### config.mk
export PLATFORM = sky130hd
export DESIGN_NAME = rxflag_unit
export DESIGN_NICKNAME = d
export VERILOG_FILES = /design/src/rtl/rxflag_pkg.sv /design/src/rtl/rxflag_cell.sv /design/src/rtl/rxflag_bank.sv /design/src/rtl/rxflag_txhold.sv /design/src/rtl/rxflag_irq.sv /design/src/rtl/rxflag_unit.sv
export SDC_FILE = /design/constraint.sdc
export NUM_CORES = 1
export LEC_CHECK = 0
export ABC_CLOCK_PERIOD_IN_PS = 850
export CORE_UTILIZATION = 39
export CTS_CLUSTER_SIZE = 30
export DETAILED_ROUTE_END_ITERATION = 7
export PLACE_DENSITY = 0.75
export SLEW_MARGIN = 25
export SYNTH_ARGS = -nofsm -noshare
export SYNTH_HDL_FRONTEND = slang
export SYNTH_SLANG_ARGS = --single-unit
### constraint.sdc
create_clock -name clk -period 0.85 [get_ports clk]
set_input_delay 0.17 -clock clk [delete_from_list [all_inputs] [get_ports clk]]
set_output_delay 0.17 -clock clk [all_outputs]
set_load 0.02 [all_outputs]
### src/rtl/rxflag_pkg.sv
package rxflag_pkg;

  localparam int NUM_RXF = 5;
  localparam int STAT_W  = 8;
  localparam int TX_W    = 2;

  // Flag index order; position in the status word is derived from it.
  typedef enum logic [2:0] {
    RXF_FULL  = 3'd0,
    RXF_IDLE  = 3'd1,
    RXF_OVR   = 3'd2,
    RXF_NOISE = 3'd3,
    RXF_FRAME = 3'd4
  } rxf_idx_e;

  // Status bit occupied by receive flag i: full at 5 down to framing at 1.
  function automatic int rxf_bit(input int i);
    return NUM_RXF - i;
  endfunction

  function automatic logic [STAT_W-1:0] pack_status(
    input logic [TX_W-1:0]    tx,    // {empty, done}
    input logic [NUM_RXF-1:0] rxf
  );
    logic [STAT_W-1:0] w;
    w = '0;
    w[STAT_W-1] = tx[1];
    w[STAT_W-2] = tx[0];
    for (int i = 0; i < NUM_RXF; i++) w[rxf_bit(i)] = rxf[i];
    w[0] = 1'b0;
    return w;
  endfunction

  function automatic logic irq_calc(
    input logic [NUM_RXF-1:0] rxf,
    input logic rx_ie,
    input logic idle_ie,
    input logic wake
  );
    logic data_term, idle_term;
    data_term = rx_ie & (rxf[RXF_FULL] | rxf[RXF_OVR]);
    idle_term = idle_ie & rxf[RXF_IDLE];
    return ~wake & (data_term | idle_term);
  endfunction

endpackage

### src/rtl/rxflag_cell.sv
module rxflag_cell (
  input  logic clk,
  input  logic rst_n,
  input  logic rx_en,
  input  logic ev,
  input  logic stat_rd,
  input  logic data_rd,
  output logic flag_o,
  output logic armed_o
);
  logic flag_q, armed_q;
  logic ev_ok, clr_hit, arm_hit;

  assign ev_ok   = ev & rx_en;
  assign clr_hit = data_rd & armed_q;
  assign arm_hit = stat_rd & flag_q;

  always_ff @(posedge clk or negedge rst_n) begin
    if (!rst_n) begin
      flag_q  <= 1'b0;
      armed_q <= 1'b0;
    end else begin
      flag_q <= ev_ok | (flag_q & ~clr_hit);
      if (ev_ok || clr_hit) armed_q <= 1'b0;
      else if (arm_hit)     armed_q <= 1'b1;
    end
  end

  assign flag_o  = flag_q;
  assign armed_o = armed_q;

  AST_ARM_NEEDS_FLAG: assert property (@(posedge clk) disable iff (!rst_n)
    armed_q |-> flag_q);
  AST_EVENT_SETS: assert property (@(posedge clk) disable iff (!rst_n)
    (ev && rx_en) |=> flag_q);
  AST_EVENT_DISARMS: assert property (@(posedge clk) disable iff (!rst_n)
    (ev && rx_en) |=> !armed_q);
  AST_OFF_NO_SET: assert property (@(posedge clk) disable iff (!rst_n)
    (!rx_en && !flag_q) |=> !flag_q);
  AST_CLEAR_NEEDS_SEQ: assert property (@(posedge clk) disable iff (!rst_n)
    (flag_q && !(data_rd && armed_q)) |=> flag_q);

endmodule

### src/rtl/rxflag_bank.sv
module rxflag_bank
  import rxflag_pkg::*;
#(
  parameter int N = NUM_RXF
) (
  input  logic         clk,
  input  logic         rst_n,
  input  logic         rx_en,
  input  logic [N-1:0] ev,
  input  logic         stat_rd,
  input  logic         data_rd,
  output logic [N-1:0] flags_o,
  output logic [N-1:0] armed_o
);
  for (genvar g = 0; g < N; g++) begin : g_cell
    rxflag_cell u_cell (
      .clk     (clk),
      .rst_n   (rst_n),
      .rx_en   (rx_en),
      .ev      (ev[g]),
      .stat_rd (stat_rd),
      .data_rd (data_rd),
      .flag_o  (flags_o[g]),
      .armed_o (armed_o[g])
    );
  end
endmodule

### src/rtl/rxflag_txhold.sv
module rxflag_txhold #(
  parameter int W = 2
) (
  input  logic         clk,
  input  logic         rst_n,
  input  logic [W-1:0] tx_i,
  output logic [W-1:0] tx_q
);
  always_ff @(posedge clk or negedge rst_n) begin
    if (!rst_n) tx_q <= '1;
    else        tx_q <= tx_i;
  end

  AST_TX_FOLLOWS: assert property (@(posedge clk) disable iff (!rst_n)
    1'b1 |=> (tx_q == $past(tx_i)));
endmodule

### src/rtl/rxflag_irq.sv
module rxflag_irq
  import rxflag_pkg::*;
(
  input  logic               clk,
  input  logic               rst_n,
  input  logic [NUM_RXF-1:0] flags,
  input  logic               rx_ie,
  input  logic               idle_ie,
  input  logic               wake,
  output logic               irq_o
);
  assign irq_o = irq_calc(flags, rx_ie, idle_ie, wake);

  AST_WAKE_MUTES: assert property (@(posedge clk) disable iff (!rst_n)
    wake |-> !irq_o);
  AST_NO_FLAG_NO_IRQ: assert property (@(posedge clk) disable iff (!rst_n)
    (flags == '0) |-> !irq_o);
endmodule

### src/rtl/rxflag_unit.sv
module rxflag_unit
  import rxflag_pkg::*;
(
  input  logic              clk,
  input  logic              rst_n,
  input  logic              rx_en_i,
  input  logic              wake_i,
  input  logic              rx_ie_i,
  input  logic              idle_ie_i,
  input  logic              ev_full_i,
  input  logic              ev_idle_i,
  input  logic              ev_ovr_i,
  input  logic              ev_noise_i,
  input  logic              ev_frame_i,
  input  logic              stat_rd_i,
  input  logic              data_rd_i,
  input  logic              tx_empty_i,
  input  logic              tx_done_i,
  output logic [STAT_W-1:0] status_o,
  output logic              irq_o
);
  logic [NUM_RXF-1:0] ev_vec, flags, armed;
  logic [TX_W-1:0]    tx_q;

  always_comb begin
    ev_vec            = '0;
    ev_vec[RXF_FULL]  = ev_full_i;
    ev_vec[RXF_IDLE]  = ev_idle_i;
    ev_vec[RXF_OVR]   = ev_ovr_i;
    ev_vec[RXF_NOISE] = ev_noise_i;
    ev_vec[RXF_FRAME] = ev_frame_i;
  end

  rxflag_bank #(.N(NUM_RXF)) u_bank (
    .clk     (clk),
    .rst_n   (rst_n),
    .rx_en   (rx_en_i),
    .ev      (ev_vec),
    .stat_rd (stat_rd_i),
    .data_rd (data_rd_i),
    .flags_o (flags),
    .armed_o (armed)
  );

  rxflag_txhold #(.W(TX_W)) u_tx (
    .clk   (clk),
    .rst_n (rst_n),
    .tx_i  ({tx_empty_i, tx_done_i}),
    .tx_q  (tx_q)
  );

  rxflag_irq u_irq (
    .clk     (clk),
    .rst_n   (rst_n),
    .flags   (flags),
    .rx_ie   (rx_ie_i),
    .idle_ie (idle_ie_i),
    .wake    (wake_i),
    .irq_o   (irq_o)
  );

  assign status_o = pack_status(tx_q, flags);

  AST_ARM_SUBSET: assert property (@(posedge clk) disable iff (!rst_n)
    ((armed & ~flags) == '0));
  AST_FULL_BIT_POS: assert property (@(posedge clk) disable iff (!rst_n)
    ev_full_i && rx_en_i |=> status_o[5]);
endmodule

==> Word level (Yosys, flattened, before mapping) <==
Index checks and enable logic that the tools add are counted.
{ "word_totals": {"output_inout_bits": 9, "register_bits": 12, "word_cells": 67} }
{ "op_classes": {"bitwise_logic": 36, "reduce_logical": 10, "mux": 10} }
{ "op_table": {"columns": ["operator", "count"], "rows": [
  ["1-bit bitwise AND", 23],
  ["1-bit two-way mux", 10],
  ["2-bit nonzero test", 5],
  ["1-bit bitwise OR", 7],
  ["1-bit inverter", 6],
  ["1-bit logical OR", 5]
]} }

==> Logic depth before layout (Yosys ltp) <==
{ "depth": {"ltp_word": 4, "depth_mapped": 3, "mapped_depth_nobuf": 2} }

==> Modules after synthesis <==
Synthesis repeated with hierarchy kept, for this count alone.
{ "unflattened": {"cells_unflattened": 37, "hier_area_um2": 490.5} }
{ "by_module_without_submodules": {"columns": ["module", "area_each_um2", "instances", "cells_each", "seq_area_each_um2"], "rows": [
  ["rxflag_cell", 82.6, 5, 6, 50.0],
  ["rxflag_txhold", 52.6, 1, 2, 52.6],
  ["rxflag_irq", 13.8, 1, 3, 0.0],
  ["rxflag_unit", 11.3, 1, 2, 0.0]
]} }

==> Least setup slack after synthesis <==
Ideal clock, no wire load.
{ "synth_path": {"kind": "reg2out", "from": "register u_bank.g_cell[2].u_cell.flag_q", "to": "output port irq_o", "n_path_buf": 0, "stages_incl_launch_ff": 3, "setup_slack_ns": -0.133, "arrival_ns": 0.813, "t_required_ns": 0.680, "cell_sequence": "dfrtp_1 -> o21ai_0 -> a21oi_1"} }
{ "synth_between": {"elab_chain_len": 4} }
{ "synth_rtl": {"columns": ["item", "line", "rtl"], "rows": [
  ["start, declared", "rxflag_cell.sv:11", "logic flag_q, armed_q;"],
  ["start signal, assigned", "rxflag_cell.sv:23", "flag_q <= ev_ok | (flag_q & ~clr_hit);"],
  ["1-bit bitwise OR", "rxflag_pkg.sv:41", "data_term = rx_ie & (rxf[RXF_FULL] | rxf[RXF_OVR]);"],
  ["1-bit bitwise AND", "rxflag_pkg.sv:41", null],
  ["1-bit bitwise OR", "rxflag_pkg.sv:43", "return ~wake & (data_term | idle_term);"],
  ["1-bit bitwise AND", "rxflag_pkg.sv:43", null],
  ["end, declared", "rxflag_unit.sv:20", "output logic irq_o"]
]} }
No other way between the ends.

==> Worst setup path after layout <==
Ends and elaborated chain as after synthesis.

==> results.yml <==
floorplanning:
  initial_core_util_pct: 42.31
  row_count: 13
  die_w_um: 39.57
  fp.dieH_um: 39.57
  dieArea_um2: 1566
  core_um2: 1301
  ios: 24
timing:
  fmax_ghz: 0.8285
  setup_viol: 11
  hold_slack_ns: 0.3015
  hold_viol: 0
  skew_ns: 0.002771
  setup_slack_ns: -0.3569
  finalCritPeriodShare_pct: 142.0
  rsz0062_at_grt: "yes"
  maxSlewViolCount: 0
  finalCriticalPeriod_ns: 1.207
clock_tree:
  cts_tree: "built"
  insertion_delay_ns: 0.27
  clk_path_buf_depth: 2
  cts_root_buffer: "clkbuf_4"
  cts-hold-fix-buffers: 0
  clkTransAtPathRegs_ns: 0.08
  cts_made_buffers: 3
  cts.htree.levels: 1
  clock_sinks: 12
yosys:
  synth_compound_area_share_pct: 27.95
  syn_avg_cell_area_um2: 12.51
  synth_fp_nets: 59
  synthSimpleGateAreaFrac_pct: 4.091
  synth-seq-cells: 12
  synthCells: 44
  synth_edf_count: 0
  synthArstFlopShare_pct: 100.0
  yosysMostFrequentCell: "dfrtp_1"
  synth.area.top_cells: "dfrtp_1, a221oi_2, dfstp_2"
  synth-xor-area-share_pct: 0
  synth_top_family_by_area: "compound AO/OA/AOI/OAI gates"
  synthDominantCellAreaShare_pct: 45.45
  yosysWarnings: 0
  yosys_most_used_dff: "dfrtp_1"
  seq_area_frac_synth_pct: 55.00
  synth-adder-area-share_pct: 0
  synth_top_cell_by_area: "dfrtp_1"
  synthesis.area_um2: 550.5
  ys_types: 10
  synthMuxAreaShare_pct: 0
  synth_commonest_cells: "dfrtp_1, a21oi_1, buf_4, nand2_1"
placed_design:
  place.gp.congestion: 0.6627
  postPlaceCellArea_um2: 800.8
  dp.cells: 83
  dp_hpwl_um: 945.4
  placement.io_buffers: 22
power_and_ir_drop:
  power_frac_comb_pct: 37.2
  p_seq_share_pct: 40.3
  power.switching_mw: 0.6275
  p_per_area_nw_per_um2: 2217
  p_total_mw: 2.017
  p_leak_nw: 0.3978
  switching_share_pct: 31.11
  internal-power_mw: 1.390
  power_frac_clock_pct: 22.6
  ir_drop_uv: 1136
routing:
  drc_errors: 0
  ant_nets: 0
  met2_length_um: 742
  wl_met1_um: 477
  dr.pass1.iters: 2
  vias: 465
  wl_met3_um: 57
  drt-initial-drc-count: 4
  totalWireLength_um: 1284
  wl_per_cell_um: 14.43
  via_per_inst: 5.225
  routed.top_layer: "met4"
critical_path:
  rrSetupSlack_ns: -0.06
  cp-end-kind: "output port"
  r2r_cells: 3
  slowest_delay_ns: 0.41
  critPathKind: "reg -> out"
  worst-path-max-fanout: 2
  worstSetupStartpointType: "flop"
  r2r_end: "u_bank.g_cell[1].u_cell.flag_o"
  critical_path_arrival_ns: 1.04
  worstPathCellList: "o21ai_2, a21oi_2, buf_6"
  cpMaxStageDelayCell: "dfrtp_1"
  rr_startpoint: "u_bank.g_cell[1].u_cell.flag_o"
  required_ns: 0.68
grt:
  first_global_vias: 475
  grt_pass1_wl_um: 2007
  grt_use_total_pct: 20.14
  gr-total-overflow: 0
  antenna_found_initial: 0
  grt_max_degree: 11
run_status:
  outcome: "complete, but fails checks"
  violations: "setup timing"
final_layout:
  layout-drive-gt1-share_pct: 51.35
  multi_input_area_um2: 221.5
  nNetsFinal: 90
  regArea_um2: 302.8
  area_delta_synth_final_pct: 65.23
  stdcell_count: 89
  num_antenna_cells: 0
  design_area_um2: 909.6
  fillCellCount: 113
min_path:
  holdCritPathClass: "in -> async"
run:
  max_cap_violations: 0
[cell families after synthesis]
group,after synthesis
AND/OR/NAND/NOR,6
buffers and inverters,8
flip-flops,12
AO/OA/AOI/OAI,17
other,1
[layer usage]
layer / up-vias / global-route usage (%)
met5: - / 0
met4: 0 / 10.34
met3: 2 / 3.977
met2: 14 / 37.70
met1: 231 / 20.50
li1: 218 / -
[worst max path at each step]
stage	slack, ns	from	end	depth (start not counted)
finish	-0.36	u_bank.g_cell[2].u_cell.flag_o	irq_o	3
global route	-0.40	u_bank.g_cell[2].u_cell.flag_o	irq_o	3
CTS	-0.36	u_bank.g_cell[0].u_cell.flag_o	irq_o	3
detailed placement	-0.78	idle_ie_i	irq_o	4
global placement	-0.73	idle_ie_i	irq_o	4
floorplan	-0.009	u_bank.g_cell[0].u_cell.flag_o	irq_o	2
[power groups by stage]
stage	registers, mW	clock network (mW)	logic (mW)
floorplan	0.795	0	0.362
global placement	0.780	0	0.620
detailed placement	0.792	0	0.642
CTS	0.803	0.465	0.716
global route	0.828	0.490	0.804
finish	0.812	0.456	0.749
[registers in the layout, indices dropped and copies added, names as in the netlist]
| register | count |
|---|---|
| u_bank.g_cell.u_cell.armed_o | 5 |
| u_bank.g_cell.u_cell.flag_o | 5 |
| u_tx.tx_q | 2 |
[critical path, delay by kind of cell, from the launching register on]
kind                   cells  cell delay, ns
flip-flops                 1            0.41
AO/OA/AOI/OAI              2            0.23
buffers and inverters      1            0.13
[per-stage QoR]
step | TNS [ns] | utilization [%] | setup slack [ns]
after floorplan | -0.009032 | - | -0.009032
after global placement | -5.949 | 61.54 | -0.7279
after detailed placement | -6.287 | 61.54 | -0.7849
after CTS | -2.080 | 67.88 | -0.3635
after global routing | -2.430 | 69.90 | -0.3988
final | -2.011 | 69.90 | -0.3569
[cell type report]
| cell class | count | share of cell area [%] |
|---|---|---|
| flip-flops and latches | 12 | 33.29 |
| well taps | 15 | 2.063 |
| clock buffers | 4 | 3.989 |
| repair buffers | 34 | 36.31 |
| multi-input cells | 24 | 24.35 |
[placed cells by master, fill, tap and decap left out]
| master | count |
|---|---|
| clkdlybuf4s50_1 | 12 |
| buf_6 | 12 |
| dfrtp_1 | 10 |
| buf_4 | 7 |
| nand2_1 | 6 |
| a22o_1 | 5 |
| a221oi_2 | 5 |
| a21oi_2 | 4 |
| clkbuf_4 | 3 |
| a21oi_4 | 2 |
| dlygate4sd2_1 | 2 |
| dfstp_2 | 2 |
| o21ai_2 | 1 |
| conb_1 | 1 |
| clkbuf_8 | 1 |
| buf_2 | 1 |
[repair_timing]
| action | 4_1_cts | 5_1_grt |
|---|---|---|
| resized for setup | 57 | 5 |
| pin swaps | 3 | 3 |
| endpoints found under the setup margin | 16 | 18 |
| setup buffers | 1 | 0 |
| gates cloned | 1 | 0 |
No activity file was read; power rests on OpenSTA's default activity.
